===== src/rtl/bms_pm_pkg.sv =====
package bms_pm_pkg;

    typedef enum logic [2:0] {
        PM_ACTIVE = 3'd0,
        PM_SLEEP  = 3'd1,
        PM_DEEP   = 3'd2,
        PM_OFF    = 3'd3,
        PM_CFG    = 3'd4
    } pm_state_e;

    typedef enum logic [2:0] {
        PC_RSVD_LO   = 3'd0,
        PC_GO_ACTIVE = 3'd1,
        PC_GO_SLEEP  = 3'd2,
        PC_GO_DEEP   = 3'd3,
        PC_SHUTDOWN  = 3'd4,
        PC_ENTER_CFG = 3'd5,
        PC_EXIT_CFG  = 3'd6,
        PC_RSVD_HI   = 3'd7
    } pm_cmd_e;

    typedef struct packed {
        logic chg_off;
        logic aux_keep;
        logic osc_gate;
    } pm_cfg_t;

    localparam pm_cfg_t PM_CFG_DEFAULT = '{chg_off: 1'b0, aux_keep: 1'b0, osc_gate: 1'b0};

endpackage


===== src/rtl/bms_pm_fsm.sv =====
module bms_pm_fsm
    import bms_pm_pkg::*;
(
    input  logic      clk,
    input  logic      rst_n,
    input  logic      cmd_vld_i,
    input  logic [2:0] cmd_i,
    input  logic      wake_i,
    output pm_state_e state_o,
    output pm_state_e next_o,
    output logic      err_o
);

    pm_state_e state_q;
    pm_state_e state_d;
    logic      bad_cmd;
    logic      err_q;
    pm_cmd_e   cmd;

    assign cmd = pm_cmd_e'(cmd_i);

    always_comb begin
        state_d = state_q;
        bad_cmd = 1'b0;
        unique case (state_q)
            PM_ACTIVE: begin
                if (cmd_vld_i) begin
                    unique case (cmd)
                        PC_GO_SLEEP:  state_d = PM_SLEEP;
                        PC_GO_DEEP:   state_d = PM_DEEP;
                        PC_ENTER_CFG: state_d = PM_CFG;
                        PC_SHUTDOWN:  state_d = PM_OFF;
                        default:      bad_cmd = 1'b1;
                    endcase
                end
            end
            PM_SLEEP, PM_DEEP: begin
                if (cmd_vld_i) begin
                    unique case (cmd)
                        PC_GO_ACTIVE: state_d = PM_ACTIVE;
                        PC_SHUTDOWN:  state_d = PM_OFF;
                        default:      bad_cmd = 1'b1;
                    endcase
                end
            end
            PM_CFG: begin
                if (cmd_vld_i) begin
                    unique case (cmd)
                        PC_EXIT_CFG: state_d = PM_ACTIVE;
                        PC_SHUTDOWN: state_d = PM_OFF;
                        default:     bad_cmd = 1'b1;
                    endcase
                end
            end
            PM_OFF: begin
                if (wake_i) begin
                    state_d = PM_ACTIVE;
                end
            end
            default: state_d = PM_ACTIVE;
        endcase
    end

    always_ff @(posedge clk or negedge rst_n) begin
        if (!rst_n) begin
            state_q <= PM_ACTIVE;
            err_q   <= 1'b0;
        end else begin
            state_q <= state_d;
            err_q   <= bad_cmd;
        end
    end

    assign state_o = state_q;
    assign next_o  = state_d;
    assign err_o   = err_q;

endmodule


===== src/rtl/bms_pm_cfg_store.sv =====
module bms_pm_cfg_store
    import bms_pm_pkg::*;
#(
    parameter int unsigned IW      = 8,
    parameter int unsigned DEF_IVL = 5
) (
    input  logic          clk,
    input  logic          rst_n,
    input  pm_state_e     state_i,
    input  logic          wr_i,
    input  pm_cfg_t       cfg_i,
    input  logic [IW-1:0] ivl_i,
    output pm_cfg_t       cfg_o,
    output logic [IW-1:0] ivl_o
);

    localparam logic [IW-1:0] IVL_RST = IW'(DEF_IVL);

    pm_cfg_t       cfg_q;
    logic [IW-1:0] ivl_q;

    always_ff @(posedge clk or negedge rst_n) begin
        if (!rst_n) begin
            cfg_q <= PM_CFG_DEFAULT;
            ivl_q <= IVL_RST;
        end else if (state_i == PM_OFF) begin
            cfg_q <= PM_CFG_DEFAULT;
            ivl_q <= IVL_RST;
        end else if (wr_i && (state_i == PM_CFG)) begin
            cfg_q <= cfg_i;
            ivl_q <= ivl_i;
        end
    end

    assign cfg_o = cfg_q;
    assign ivl_o = ivl_q;

endmodule


===== src/rtl/bms_pm_burst_timer.sv =====
module bms_pm_burst_timer #(
    parameter int unsigned IW = 8
) (
    input  logic          clk,
    input  logic          rst_n,
    input  logic          arm_i,
    input  logic          run_i,
    input  logic [IW-1:0] ivl_i,
    output logic          burst_o
);

    logic [IW-1:0] cnt_q;
    logic          at_zero;

    assign at_zero = (cnt_q == '0);

    always_ff @(posedge clk or negedge rst_n) begin
        if (!rst_n) begin
            cnt_q <= '0;
        end else if (arm_i) begin
            cnt_q <= ivl_i;
        end else if (run_i) begin
            cnt_q <= at_zero ? ivl_i : cnt_q - 1'b1;
        end
    end

    assign burst_o = run_i && at_zero;

endmodule


===== src/rtl/bms_pm_out_map.sv =====
module bms_pm_out_map
    import bms_pm_pkg::*;
#(
    parameter int unsigned AUX_N = 2
) (
    input  pm_state_e        state_i,
    input  pm_cfg_t          cfg_i,
    input  logic             burst_i,
    output logic             chg_o,
    output logic             pchg_o,
    output logic             dsg_o,
    output logic             pdsg_o,
    output logic             prot_o,
    output logic             meas_o,
    output logic             burst_o,
    output logic             core_o,
    output logic [AUX_N-1:0] aux_o,
    output logic             fast_o,
    output logic             osc_o,
    output logic             retain_o
);

    localparam logic [AUX_N-1:0] AUX_ALL = '1;

    always_comb begin
        chg_o    = 1'b0;
        pchg_o   = 1'b0;
        dsg_o    = 1'b0;
        pdsg_o   = 1'b0;
        prot_o   = 1'b0;
        meas_o   = 1'b0;
        burst_o  = 1'b0;
        core_o   = 1'b0;
        aux_o    = '0;
        fast_o   = 1'b0;
        osc_o    = 1'b0;
        retain_o = 1'b0;
        unique case (state_i)
            PM_ACTIVE: begin
                chg_o    = 1'b1;
                pchg_o   = 1'b1;
                dsg_o    = 1'b1;
                pdsg_o   = 1'b1;
                prot_o   = 1'b1;
                meas_o   = 1'b1;
                core_o   = 1'b1;
                aux_o    = AUX_ALL;
                fast_o   = 1'b1;
                osc_o    = 1'b1;
                retain_o = 1'b1;
            end
            PM_SLEEP: begin
                chg_o    = ~cfg_i.chg_off;
                dsg_o    = 1'b1;
                prot_o   = 1'b1;
                burst_o  = burst_i;
                core_o   = 1'b1;
                aux_o    = AUX_ALL;
                osc_o    = 1'b1;
                retain_o = 1'b1;
            end
            PM_DEEP: begin
                core_o   = 1'b1;
                aux_o    = {AUX_N{cfg_i.aux_keep}};
                osc_o    = ~cfg_i.osc_gate;
                retain_o = 1'b1;
            end
            PM_CFG: begin
                core_o   = 1'b1;
                aux_o    = AUX_ALL;
                fast_o   = 1'b1;
                osc_o    = 1'b1;
                retain_o = 1'b1;
            end
            PM_OFF: begin
                retain_o = 1'b0;
            end
            default: begin
                retain_o = 1'b0;
            end
        endcase
    end

endmodule


===== src/rtl/bms_pwr_mode_ctrl.sv =====
module bms_pwr_mode_ctrl
    import bms_pm_pkg::*;
#(
    parameter int unsigned IW      = 8,
    parameter int unsigned DEF_IVL = 5,
    parameter int unsigned AUX_N   = 2
) (
    input  logic             clk,
    input  logic             rst_n,
    input  logic             cmd_vld_i,
    input  logic [2:0]       cmd_i,
    input  logic             wake_i,
    input  logic             cfg_wr_i,
    input  logic             cfg_chg_off_i,
    input  logic             cfg_aux_keep_i,
    input  logic             cfg_osc_gate_i,
    input  logic [IW-1:0]    cfg_ivl_i,
    output logic [2:0]       mode_o,
    output logic             chg_en_o,
    output logic             pchg_en_o,
    output logic             dsg_en_o,
    output logic             pdsg_en_o,
    output logic             prot_en_o,
    output logic             meas_en_o,
    output logic             meas_burst_o,
    output logic             core_ldo_en_o,
    output logic [AUX_N-1:0] aux_ldo_en_o,
    output logic             osc_fast_o,
    output logic             osc_en_o,
    output logic             reg_retain_o,
    output logic             cmd_err_o
);

    pm_state_e     state;
    pm_state_e     state_nxt;
    pm_cfg_t       cfg_wdata;
    pm_cfg_t       cfg_cur;
    logic [IW-1:0] ivl_cur;
    logic          burst_raw;
    logic          sleep_arm;
    logic          in_sleep;

    assign cfg_wdata = '{chg_off: cfg_chg_off_i, aux_keep: cfg_aux_keep_i, osc_gate: cfg_osc_gate_i};
    assign in_sleep  = (state == PM_SLEEP);
    assign sleep_arm = (state_nxt == PM_SLEEP) && !in_sleep;

    bms_pm_fsm u_fsm (
        .clk       (clk),
        .rst_n     (rst_n),
        .cmd_vld_i (cmd_vld_i),
        .cmd_i     (cmd_i),
        .wake_i    (wake_i),
        .state_o   (state),
        .next_o    (state_nxt),
        .err_o     (cmd_err_o)
    );

    bms_pm_cfg_store #(.IW(IW), .DEF_IVL(DEF_IVL)) u_cfg (
        .clk     (clk),
        .rst_n   (rst_n),
        .state_i (state),
        .wr_i    (cfg_wr_i),
        .cfg_i   (cfg_wdata),
        .ivl_i   (cfg_ivl_i),
        .cfg_o   (cfg_cur),
        .ivl_o   (ivl_cur)
    );

    bms_pm_burst_timer #(.IW(IW)) u_tmr (
        .clk     (clk),
        .rst_n   (rst_n),
        .arm_i   (sleep_arm),
        .run_i   (in_sleep),
        .ivl_i   (ivl_cur),
        .burst_o (burst_raw)
    );

    bms_pm_out_map #(.AUX_N(AUX_N)) u_map (
        .state_i  (state),
        .cfg_i    (cfg_cur),
        .burst_i  (burst_raw),
        .chg_o    (chg_en_o),
        .pchg_o   (pchg_en_o),
        .dsg_o    (dsg_en_o),
        .pdsg_o   (pdsg_en_o),
        .prot_o   (prot_en_o),
        .meas_o   (meas_en_o),
        .burst_o  (meas_burst_o),
        .core_o   (core_ldo_en_o),
        .aux_o    (aux_ldo_en_o),
        .fast_o   (osc_fast_o),
        .osc_o    (osc_en_o),
        .retain_o (reg_retain_o)
    );

    assign mode_o = state;

endmodule


===== config.mk =====
export PLATFORM = sky130hd
export DESIGN_NAME = bms_pwr_mode_ctrl
export DESIGN_NICKNAME = d
export VERILOG_FILES = /design/src/rtl/bms_pm_pkg.sv /design/src/rtl/bms_pm_fsm.sv /design/src/rtl/bms_pm_cfg_store.sv /design/src/rtl/bms_pm_burst_timer.sv /design/src/rtl/bms_pm_out_map.sv /design/src/rtl/bms_pwr_mode_ctrl.sv
export SDC_FILE = /design/constraint.sdc
export NUM_CORES = 1
export LEC_CHECK = 0
export BUFFER_PORTS_ARGS = -buffer_cell sky130_fd_sc_hd__buf_2
export CORE_ASPECT_RATIO = 0.75
export CORE_MARGIN = 5
export CORE_UTILIZATION = 40
export CTS_BUF_LIST = sky130_fd_sc_hd__clkbuf_4
export CTS_CLUSTER_SIZE = 12
export DETAILED_ROUTE_END_ITERATION = 16
export PLACE_DENSITY = 0.69
export SLEW_MARGIN = 40
export SYNTH_ARGS = -nofsm -noshare
export SYNTH_HDL_FRONTEND = slang
export SYNTH_SLANG_ARGS = --single-unit

===== constraint.sdc =====
create_clock -name clk -period 3.45 [get_ports clk]
set_input_delay 0.69 -clock clk [delete_from_list [all_inputs] [get_ports clk]]
set_output_delay 0.69 -clock clk [all_outputs]
set_load 0.02 [all_outputs]

-- After elaboration in Yosys (flattened, before gate mapping)
Cells that the tools add are included.
- register bits after elaboration: 23
- input port bits: 19
- output and inout port bits: 17
- logic and storage cells: 67
- add/subtract/negate cells: 1
- eq/ne operators: 11
- multiplexer cells: 30
- bitwise operators: 2
- reduce and logical (&&, ||, !) cells: 16
- operators by type and width (cell ; count):
    $mux W8 ; 5
    $pmux W3 S4 ; 2
    $mux W3 ; 6
    $eq A3 B2 Y1 const B ; 4
    $eq A3 B3 Y1 const B ; 4
    $pmux W3 S2 ; 2
    $mux W1 ; 11
    $reduce_or A2 Y1 ; 5
    $eq A3 B1 Y1 const B ; 3
    $logic_not A8 Y1 ; 1
    $reduce_or A4 Y1 ; 2
    $sub A8 B1 Y8 const B ; 1
    $pmux W1 S2 ; 2
    $pmux W2 S2 ; 1
    $reduce_bool A2 Y1 ; 2
    $logic_and A1 B1 Y1 ; 3
    $logic_not A3 Y1 ; 1
    $pmux W1 S3 ; 1
    $reduce_or A3 Y1 ; 1
    $not A1 Y1 ; 2
    $logic_not A1 Y1 ; 1

-- Logic depth before layout (Yosys ltp)
Gate-level depths: netlist (run 1).
- depth in word-level cells: 7
- gate-level depth with buffers: 9

-- By module
A second synthesis (run 1) with hierarchy kept.
- cell total of the unflattened synthesis: 185
- area total of the unflattened synthesis: 1660.3 µm²
- modules (own cells, without submodules) (module ; times used ; cells an instance ; area each (µm²)):
    bms_pm_cfg_store ; 1 ; 61 ; 581.8
    bms_pm_burst_timer ; 1 ; 59 ; 553.0
    bms_pm_fsm ; 1 ; 45 ; 380.4
    bms_pm_out_map ; 1 ; 18 ; 117.6
    bms_pwr_mode_ctrl ; 1 ; 2 ; 27.5

-- Worst setup path after synthesis (run 1)
No wires, ideal clock.
- kind: register to output
- from: register u_fsm.state_q[2], in the netlist u_fsm.state_o[2]
- to: output port chg_en_o
- data arrival time: 1724 ps
- data required time: 2760 ps
- slack: 1036 ps
- stages on the path, launching flop included: 6
- path through: dfrtp_1 > clkbuf_1 > nor2_1 > nand2_1 > clkbuf_1 > o22ai_1
- longest elaborated chain between the ends: 2
- elaborated cells between the ends (all ways): 3
- classes of those cells: eq/ne (1); mux (1); reduce/logical (1)
- RTL lines (item ; RTL line ; source):
    start, declared ; bms_pm_fsm.sv:14 ; pm_state_e state_q;
    start signal, assigned ; bms_pm_fsm.sv:69 ; state_q <= state_d;
    $eq A3 B1 Y1 or $logic_not A3 Y1 (tied branches) ; bms_pm_out_map.sv:38 ; unique case (state_i)
    $pmux W1 S2 * ; bms_pm_out_map.sv:38 ;
    end, declared ; bms_pwr_mode_ctrl.sv:19 ; output logic chg_en_o,
Mark *: on every way between the ends. The rest lies on a longest branch, timed or not.

-- Final worst setup path (run 1)
- from: register u_tmr.cnt_q[3]
- to: output port meas_burst_o
- longest elaborated chain between the ends: 3
- RTL lines (item ; RTL line ; source):
    start, declared ; bms_pm_burst_timer.sv:12 ; logic [IW-1:0] cnt_q;
    start signal, assigned ; bms_pm_burst_timer.sv:21 ; cnt_q <= ivl_i;
    start signal, assigned ; bms_pm_burst_timer.sv:23 ; cnt_q <= at_zero ? ivl_i : cnt_q - 1'b1;
    $logic_not A8 Y1 ; bms_pm_burst_timer.sv:15 ; assign at_zero = (cnt_q == '0);
    $logic_and A1 B1 Y1 ; bms_pm_burst_timer.sv:27 ; assign burst_o = run_i && at_zero;
    $mux W1 ; bms_pm_out_map.sv:38 ;
    end, declared ; bms_pwr_mode_ctrl.sv:25 ; output logic meas_burst_o,
Every way passes these cells.

==> results of run 1 <==
-- stage by stage --
stage | std cells | setup slack (ps) | hold WS, ps | power [mW] | util (%)
after floorplan | 181 | 1040 | 394 | 1.23 | -
after global placement | 253 | 1210 | 460 | 1.40 | 46.1
after detailed placement | 253 | 1210 | 460 | 1.40 | 46.1
after CTS | 257 | 824 | 332 | 1.54 | 46.9
after global routing | 257 | 611 | 344 | 1.66 | 46.9
final | 257 | 825 | 323 | 1.53 | 46.9
-- cell families after synthesis --
family          synth area share (%)
compound gates                  25.6
simple gates                    21.8
mux                             1.36
flops                           37.0
buf+inv                         11.0
fa+ha+maj                       1.60
xor+xnor                        1.68
-- per-layer routing --
metal,vias up,routed length (um),share of wire [%],track usage (%)
li1,703,-,-,-
met1,662,1940,51,24.1
met2,56,1500,40,19.4
met3,2,317,8.4,4.78
met4,0,19,0.50,2.07
met5,-,0,0,0
-- power breakdown --
part           internal (mW)  switching, mW  leakage [nW]  total (mW)
clock                 0.0443         0.0861        0.0139       0.130
sequential             0.370          0.121         0.286       0.491
combinational          0.351          0.562         0.463       0.913
-- cell type report --
cell class	instances	area, um^2
Clock buffer	3	22.5
Sequential cell	23	578
Fill cell	391	1970
Multi-Input combinational cell	128	813
Timing Repair Buffer	37	190
Clock inverter	1	7.51
Inverter	13	61.3
Tap cell	52	65.1
-- cell usage after synthesis, types with 2 or more instances --
master,number,area share [%]
dfrtp_1,21,34
nor2_1,21,5.0
inv_1,12,2.9
nand2_1,12,2.9
a21oi_1,11,3.5
a22o_1,9,5.0
o21ai_0,8,2.6
nand3_1,7,2.2
a211oi_1,6,2.9
buf_2,5,1.6
buf_4,5,2.4
nor3b_1,5,2.4
clkbuf_1,4,0.96
nor3_1,4,1.3
a31oi_1,3,1.2
buf_6,3,2.2
nor2b_1,3,1.2
o31ai_1,3,1.4
xnor2_1,3,1.7
a311oi_1,2,1.1
dfstp_2,2,3.4
ha_1,2,1.6
nand4_1,2,0.80
o211ai_1,2,0.96
o22ai_1,2,0.80
o311a_1,2,1.3
-- sequential cells by signal (all words and copies together), names as in the netlist --
| name | count |
|---|---|
| u_cfg.cfg_o | 3 |
| u_cfg.ivl_o | 8 |
| u_fsm.err_o | 1 |
| u_fsm.state_o | 3 |
| u_tmr.cnt_q | 8 |
-- path summary, 6_finish.rpt --
| check | cells past startpoint | to | from |
|---|---|---|---|
| worst max-delay path | 4 | meas_burst_o | u_tmr.cnt_q[3]$_DFFE_PN0P_ |
| worst min-delay path | 1 | u_tmr.cnt_q[7]$_DFFE_PN0P_ | rst_n |
| worst max register to register | 5 | u_cfg.ivl_o[7]$_DFFE_PN0P_ | u_fsm.state_o[1]$_DFF_PN0_ |
| worst min register to register | 2 | u_cfg.ivl_o[2]$_DFFE_PN1P_ | u_cfg.ivl_o[2]$_DFFE_PN1P_ |
| max in group asynchronous | 1 | u_cfg.ivl_o[2]$_DFFE_PN1P_ | rst_n |
| min in group clk | 2 | u_cfg.ivl_o[2]$_DFFE_PN1P_ | u_cfg.ivl_o[2]$_DFFE_PN1P_ |
==> flow_summary.yaml, run 1 <==
timing:
  finClkSkew_ps: 3.99
  setup-tns-final_ps: 0
  fin_crit_ps: 2620
  final-setup-viol-count: 0
  fmax_mhz: 381
  worst_pin_slew_ps: 700
  slew_violations: 0
  min_period_over_period_pct: 76.1
  relSlewSlack_pct: 53.2
  finalHoldViolCount: 0
  rsz0062_at_grt: "no"
synthesis:
  syn-num-nets: 202
  synth-edff-count: 0
  ys_seq_area_share_pct: 37.0
  ys_ff_latch: 23
  syn_inst: 181
  yosys.cell_types.count: 48
  syn_area_um2: 1560
  yosysWarningCount: 0
  postSynthAreaPerCell_um2: 8.64
  synth_flop_cell: "dfrtp_1"
  async_reset_ff_share_pct: 100
clock_tree:
  cts_tree: "done"
  cts_max_level: 1
  cts_setup_buffers: 0
  cts_max_path_buffers: 2
  cts_buffers: 3
  path_clk_slew_ps: 130
  clkLatencyLatePin_ps: 320
  cts-resized-gates: 0
  cts_root_buf: "clkbuf_4"
  cts_sinks: 23
  hold_buffers: 0
cells_and_area:
  final_area_um2: 1740
  area_growth_pct: 11.1
  mostFrequentLayoutCells: "buf_2 (35), nor2_1 (21), dfrtp_1 (21), inv_1 (12), nand2_1 (12)"
  drive_above_1_share_pct: 23.9
  mostFrequentLayoutCell: "buf_2"
  num_antenna_cells: 0
  fin_nets: 227
status:
  outcome: "complete, no violations"
floorplan:
  core_area_um2: 3710
  die_area_um2: 5270
  die_y_um: 64.2
  fp.dieW_um: 82.2
  num_rows: 19
  ios: 36
  initial_utilization_pct: 42.2
detailed_routing:
  wl_per_cell_um: 14.7
  drt.antenna.violating_nets: 0
  dr.pass1.iters: 4
  initialDrtViolationCount: 175
  drt_wl_total_um: 3770
  drc: 0
  drt-vias-per-instance: 5.54
  vias: 1423
setup_path:
  worst_ep_required_time_ps: 2760
  critical_path.max_fanout: 7
  cp-end-kind: "output port"
  worst-path-buf-inv: 1
  arrival_ps: 1930
  max_stage_delay_ps: 530
  slowest_stage: "nor4_2"
  crit_type: "register to output port"
  rrSetupSlack_ps: 1160
  start_kind: "register"
  cp_cell_sequence: "nor4_2 > nand2_1 > nor2_1 > buf_2"
  cp_top_family: "simple AND/OR/NAND/NOR gates"
global_routing:
  grt_pass1_wl_um: 6270
  grt_overflow: 0
  grt_pass1_vias: 1299
  grt.total_usage_pct: 14.9
  antenna_found_initial: 0
  grt_max_degree: 24
placed_design:
  routabilityCongestion: 0.910
  postPlaceCellArea_um2: 1710
  io_buffers: 35
  dp_hpwl_um: 2790
hold_path:
  hold_path.class: "input port to asynchronous set/reset pin"
pwr:
  ir_drop_v: 0.000445
  p_per_area_nw_per_um2: 883
  p_leak_nw: 0.762
flow_run:
  drv_cap: 0
(Power assumes the default switching activity.)
==> inputs of run 2 (changes only) <==
ABC_AREA = 1   (was not set)
clock period = 2.55 ns   (was 3.45 ns; I/O delays follow)
==> flow_summary.yaml, run 2 <==
status:
  outcome: "complete, no violations"
detailed_routing:
  wl_met3_um: 286
  drt.antenna.violating_nets: 0
  initialDrtViolationCount: 137
  drt_wl_total_um: 3800
  wl_per_cell_um: 12.6
  routed-wl-met2_um: 1620
  dr.pass1.iters: 4
  drt-met1-wl_um: 1880
  vias: 1499
  drc: 0
  drt-vias-per-instance: 4.98
  route.top_layer_used: "met4"
global_routing:
  grt_overflow: 0
  grt_pass1_wl_um: 6220
  grt_max_degree: 24
  grt.total_usage_pct: 15.2
  grt_pass1_vias: 1308
  antenna_found_initial: 0
floorplan:
  ios: 36
  initial_utilization_pct: 42.2
  die_area_um2: 5280
  fp.dieW_um: 82.2
  die_y_um: 64.2
  num_rows: 19
  core_area_um2: 3710
cells_and_area:
  drive_above_1_share_pct: 22.5
  final_cell_count_no_fill: 301
  fillers: 394
  num_antenna_cells: 0
  mostFrequentLayoutCell: "nand2_1"
  mostFrequentLayoutCells: "nand2_1 (73), buf_2 (35), inv_1 (24), dfrtp_1 (21), o21ai_0 (19)"
  fin_nets: 271
  area_growth_pct: 12.9
synthesis:
  synth-edff-count: 0
  syn-num-nets: 240
  yosys.area.top_type: "dfrtp_1"
  syn_inst: 219
  synth_common_cells: "nand2_1 (73), inv_1 (24), dfrtp_1 (21)"
  synth.most_common_cell: "nand2_1"
  yosysWarningCount: 0
  syn_area_um2: 1570
  ys_seq_area_share_pct: 36.9
  async_reset_ff_share_pct: 100
  synth_flop_cell: "dfrtp_1"
  synth_top_cell_area_share_pct: 33.6
  ys_ff_latch: 23
  yosys.cell_types.count: 29
  postSynthAreaPerCell_um2: 7.15
  synthTopCellsByArea: "dfrtp_1 (34%), nand2_1 (18%), o21ai_0 (6.1%)"
pwr:
  share_comb_of_total_power_pct: 61.8
  p_seq_share_pct: 29.9
  p_int_mw: 1.03
  pwr-share-clk_pct: 8.3
  switchingPower_mw: 1.13
  ir_drop_v: 0.000645
  sw_frac_of_total_pct: 52.4
  p_leak_nw: 0.954
  p_per_area_nw_per_um2: 1230
clock_tree:
  cts_buffers: 3
  cts_root_buf: "clkbuf_4"
  hold_buffers: 0
  cts_max_path_buffers: 2
  path_clk_slew_ps: 140
  clkLatencyLatePin_ps: 320
  cts_sinks: 23
  cts_setup_buffers: 0
  cts-resized-gates: 0
  cts_tree: "done"
  cts_max_level: 1
timing:
  fmax_mhz: 430
  setup_slack_ps: 222
  min_period_over_period_pct: 91.3
  finalHoldViolCount: 0
  slew_violations: 0
  setup-tns-final_ps: 0
  worst_pin_slew_ps: 505
  fin_crit_ps: 2330
  relSlewSlack_pct: 66.3
  finClkSkew_ps: 4.66
  final-setup-viol-count: 0
  rsz0062_at_grt: "no"
setup_path:
  cp-end-kind: "output port"
  crit_type: "register to output port"
  rrSetupSlack_ps: 520
  arrival_ps: 1820
  slowest_stage: "dfrtp_1"
  max_stage_delay_ps: 440
  critical_path.max_fanout: 14
  start_kind: "register"
  worst_ep_required_time_ps: 2040
  cp_cell_sequence: "inv_1 > nand3_2 > nand2_1 > nor2_1 > o21ai_0 > buf_2"
hold_path:
  hold_path.class: "input port to asynchronous set/reset pin"
placed_design:
  dpl_worst_slack_ps: 559
  place_inst: 297
  dp_hpwl_um: 2950
  routabilityCongestion: 0.898
  io_buffers: 35
flow_run:
  drv_cap: 0
-- run 2: cell type report --
| cell class | instances | area, um^2 | share of cell area [%] |
|---|---|---|---|
| clock inverters | 1 | 7.51 | 0.425 |
| flip-flops and latches | 23 | 578 | 32.7 |
| well taps | 52 | 65.1 | 3.68 |
| inverters | 27 | 101 | 5.74 |
| multi-input cells | 160 | 817 | 46.2 |
| clock buffers | 3 | 22.5 | 1.27 |
| repair buffers | 35 | 175 | 9.92 |
-- run 2: cells by family after synthesis --
family,after synthesis,synth area share (%)
AND/OR/NAND/NOR,123,36.4
buffers and inverters,36,10.9
AO/OA/AOI/OAI,29,10.9
flip-flops,23,36.9
XOR/XNOR,6,3.36
adder cells (fa/ha/maj),2,1.60
-- run 2: power groups by stage --
stage / clock (mW) / sequential [mW] / combinational (mW)
final: 0.179 / 0.648 / 1.34
after global routing: 0.197 / 0.668 / 1.50
after CTS: 0.187 / 0.644 / 1.34
after detailed placement: 0 / 0.652 / 1.33
after global placement: 0 / 0.652 / 1.32
after floorplan: 0 / 0.644 / 1.06
-- run 2: path summary, 6_finish.rpt --
check                                                  end  cells after the start                  startpoint
worst max-delay path                       aux_ldo_en_o[0]                      6  u_fsm.state_o[2]$_DFF_PN0_
worst min-delay path            u_tmr.cnt_q[3]$_DFFE_PN0P_                      1                       rst_n
worst max register to register  u_tmr.cnt_q[3]$_DFFE_PN0P_                     10  u_fsm.state_o[2]$_DFF_PN0_
worst min register to register  u_cfg.ivl_o[2]$_DFFE_PN1P_                      2  u_cfg.ivl_o[2]$_DFFE_PN1P_
max in group asynchronous       u_cfg.ivl_o[0]$_DFFE_PN1P_                      1                       rst_n
min in group clk                u_cfg.ivl_o[3]$_DFFE_PN0P_                      3                cfg_ivl_i[3]
-- run 2: layer usage --
layer	up-vias	global-route usage, %
li1	768	-
met1	682	23.1
met2	47	21.8
met3	2	4.07
met4	0	2.49
met5	-	0
-- run 2: critical path: cells and delay by family, from the launching register on --
| kind | cells | cell delay [ps] |
|---|---|---|
| flops | 1 | 440 |
| buf+inv | 2 | 370 |
| simple gates | 3 | 600 |
| compound gates | 1 | 110 |
-- run 2: metrics by stage --
| stage | util (%) | hold WS [ps] | power [mW] | area (um^2) |
|---|---|---|---|---|
| 6_report | 47.6 | 134 | 2.17 | 1770 |
| 5_1_grt | 47.6 | 168 | 2.37 | 1770 |
| 4_1_cts | 47.6 | 150 | 2.17 | 1770 |
| 3_5_place_dp | 46.8 | 470 | 1.98 | 1740 |
| 3_3_place_gp | 46.8 | 467 | 1.97 | 1740 |
| 2_1_floorplan | - | 214 | 1.71 | 1570 |
==> inputs of run 3 (changes only) <==
==> constraint.sdc (replaced) <==
create_clock -name clk -period 2.55 [get_ports clk]
set_input_delay 0.255 -clock clk [delete_from_list [all_inputs] [get_ports clk]]
set_output_delay 0.255 -clock clk [all_outputs]
set_load 0.02 [all_outputs]
==> flow_summary.yaml, run 3 (synthesis results as in run 2) <==
status:
  outcome: "complete, no violations"
flow_run:
  drv_cap: 0
timing:
  finalHoldViolCount: 0
  worst_pin_slew_ps: 516
  final-setup-viol-count: 0
  min_period_over_period_pct: 82.2
  slew_violations: 0
  relSlewSlack_pct: 65.6
  fmax_mhz: 477
  fin_crit_ps: 2100
  rsz0062_at_grt: "no"
  finClkSkew_ps: 22.4
  setup-tns-final_ps: 0
  hold_ws_ps: 132
clock_tree:
  cts-resized-gates: 0
  path_clk_slew_ps: 140
  cts_tree: "done"
  clkLatencyLatePin_ps: 320
  cts_root_buf: "clkbuf_4"
  cts_setup_buffers: 0
  cts_sinks: 23
  cts_buffers: 3
  cts_max_path_buffers: 2
  cts_max_level: 1
detailed_routing:
  drc: 0
  dr.pass1.iters: 4
  vias: 1531
  drt_wl_total_um: 3910
  initialDrtViolationCount: 176
  drt-vias-per-instance: 5.07
  wl_per_cell_um: 12.9
  drt.antenna.violating_nets: 0
setup_path:
  cp-end-kind: "register"
  start_kind: "register"
  cp_cell_sequence: "inv_1 > nand3_2 > nand2_2 > nand3_1 > nand3_2 > nand2_1 > nand2_2 > inv_2 > nand2_1 > nand2_1"
  max_stage_delay_ps: 440
  crit-reg2reg-launch: "u_fsm.state_o[2]$_DFF_PN0_"
  crit_type: "register to register"
  arrival_ps: 2310
  slowest_stage: "dfrtp_1"
  worst_ep_required_time_ps: 2760
  critical_path.max_fanout: 14
  cpMostUsedCell: "nand2_1"
  crit_start: "u_fsm.state_o[2]$_DFF_PN0_"
hold_path:
  hold_path.class: "input port to register"
  hold_path.startpoint: "cfg_ivl_i[5]"
floorplan:
  initial_utilization_pct: 42.2
  fp.dieW_um: 82.2
  core_area_um2: 3710
  num_rows: 19
  die_area_um2: 5280
  ios: 36
  die_y_um: 64.2
pwr:
  switchingPower_mw: 1.13
  share_comb_of_total_power_pct: 61.8
  p_seq_share_pct: 29.7
  p_leak_nw: 0.963
  p_per_area_nw_per_um2: 1230
  p_int_mw: 1.05
  sw_frac_of_total_pct: 52.0
  ir_drop_v: 0.000487
  pwr-share-clk_pct: 8.5
cells_and_area:
  mostFrequentLayoutCells: "nand2_1 (73), buf_2 (35), inv_1 (24), dfrtp_1 (21), o21ai_0 (19)"
  drive_above_1_share_pct: 22.4
  final_area_um2: 1780
  fillers: 389
  seqCellArea_um2: 578
  area_growth_pct: 13.5
  final_cell_count_no_fill: 302
  mostFrequentLayoutCell: "nand2_1"
  num_antenna_cells: 0
  multiInputGateArea_um2: 817
  fin_nets: 272
  fin_util_pct: 47.9
global_routing:
  grt.total_usage_pct: 15.6
  grt_pass1_wl_um: 6450
  grt_pass1_vias: 1354
  grt_max_degree: 24
  antenna_found_initial: 0
  grt_overflow: 0
placed_design:
  io_buffers: 35
  postPlaceCellArea_um2: 1740
  place_inst: 297
  dp_hpwl_um: 3030
  routabilityCongestion: 0.902
[run 3: changes by cell type in the layout (fill, tap and decap cells not counted)]
cell	before	now
clkbuf_4	3	4
clkinvlp_4	1	0
dlygate4sd3_1	0	1
[run 3: area by class of cell]
| type | instances | area share [%] |
|---|---|---|
| Sequential cell | 23 | 32.5 |
| Inverter | 27 | 5.70 |
| Clock buffer | 4 | 1.69 |
| Tap cell | 52 | 3.66 |
| Timing Repair Buffer | 36 | 10.4 |
| Multi-Input combinational cell | 160 | 46.0 |
[run 3: power by group through the flow]
| stage | registers [mW] | clock network [mW] | logic, mW |
|---|---|---|---|
| 2_1_floorplan | 0.644 | 0 | 1.06 |
| 3_3_place_gp | 0.653 | 0 | 1.33 |
| 3_5_place_dp | 0.653 | 0 | 1.34 |
| 4_1_cts | 0.645 | 0.194 | 1.35 |
| 5_1_grt | 0.664 | 0.204 | 1.51 |
| 6_report | 0.647 | 0.186 | 1.35 |
[run 3: metal layers]
| metal | track usage (%) | up-vias | share of wire [%] |
|---|---|---|---|
| li1 | - | 771 | - |
| met1 | 25.0 | 706 | 50 |
| met2 | 20.8 | 52 | 41 |
| met3 | 4.07 | 2 | 7.9 |
| met4 | 2.49 | 0 | 0.61 |
| met5 | 0 | - | 0 |
[run 3: through the flow]
stage          setup WS, ps  total power, mW
3_3_place_gp            504             1.98
3_5_place_dp            503             1.99
5_1_grt                 291             2.37
6_report                455             2.18
2_1_floorplan           518             1.71
4_1_cts                 467             2.18
[run 3: path summary, 6_finish.rpt]
path	slack, ps	endpoint	cells after the start
worst max-delay path	450	u_tmr.cnt_q[7]$_DFFE_PN0P_	10
worst min-delay path	130	u_cfg.ivl_o[5]$_DFFE_PN0P_	3
worst max register to register	450	u_tmr.cnt_q[7]$_DFFE_PN0P_	10
worst min register to register	500	u_tmr.cnt_q[0]$_DFFE_PN0P_	2
max in group asynchronous	1750	u_cfg.ivl_o[0]$_DFFE_PN1P_	2
min in group asynchronous	410	u_tmr.cnt_q[3]$_DFFE_PN0P_	2
[run 3: critical path, delay by kind of cell, from the launching register on]
family,cells,cell delay (ps)
buf+inv,2,270
flops,1,440
simple gates,8,1290
[run 3: timing repair]
action | in CTS | in global routing
endpoints found under the hold margin | 21 | 0
setup endpoints to repair | 0 | 0
hold buffers | 1 | 0
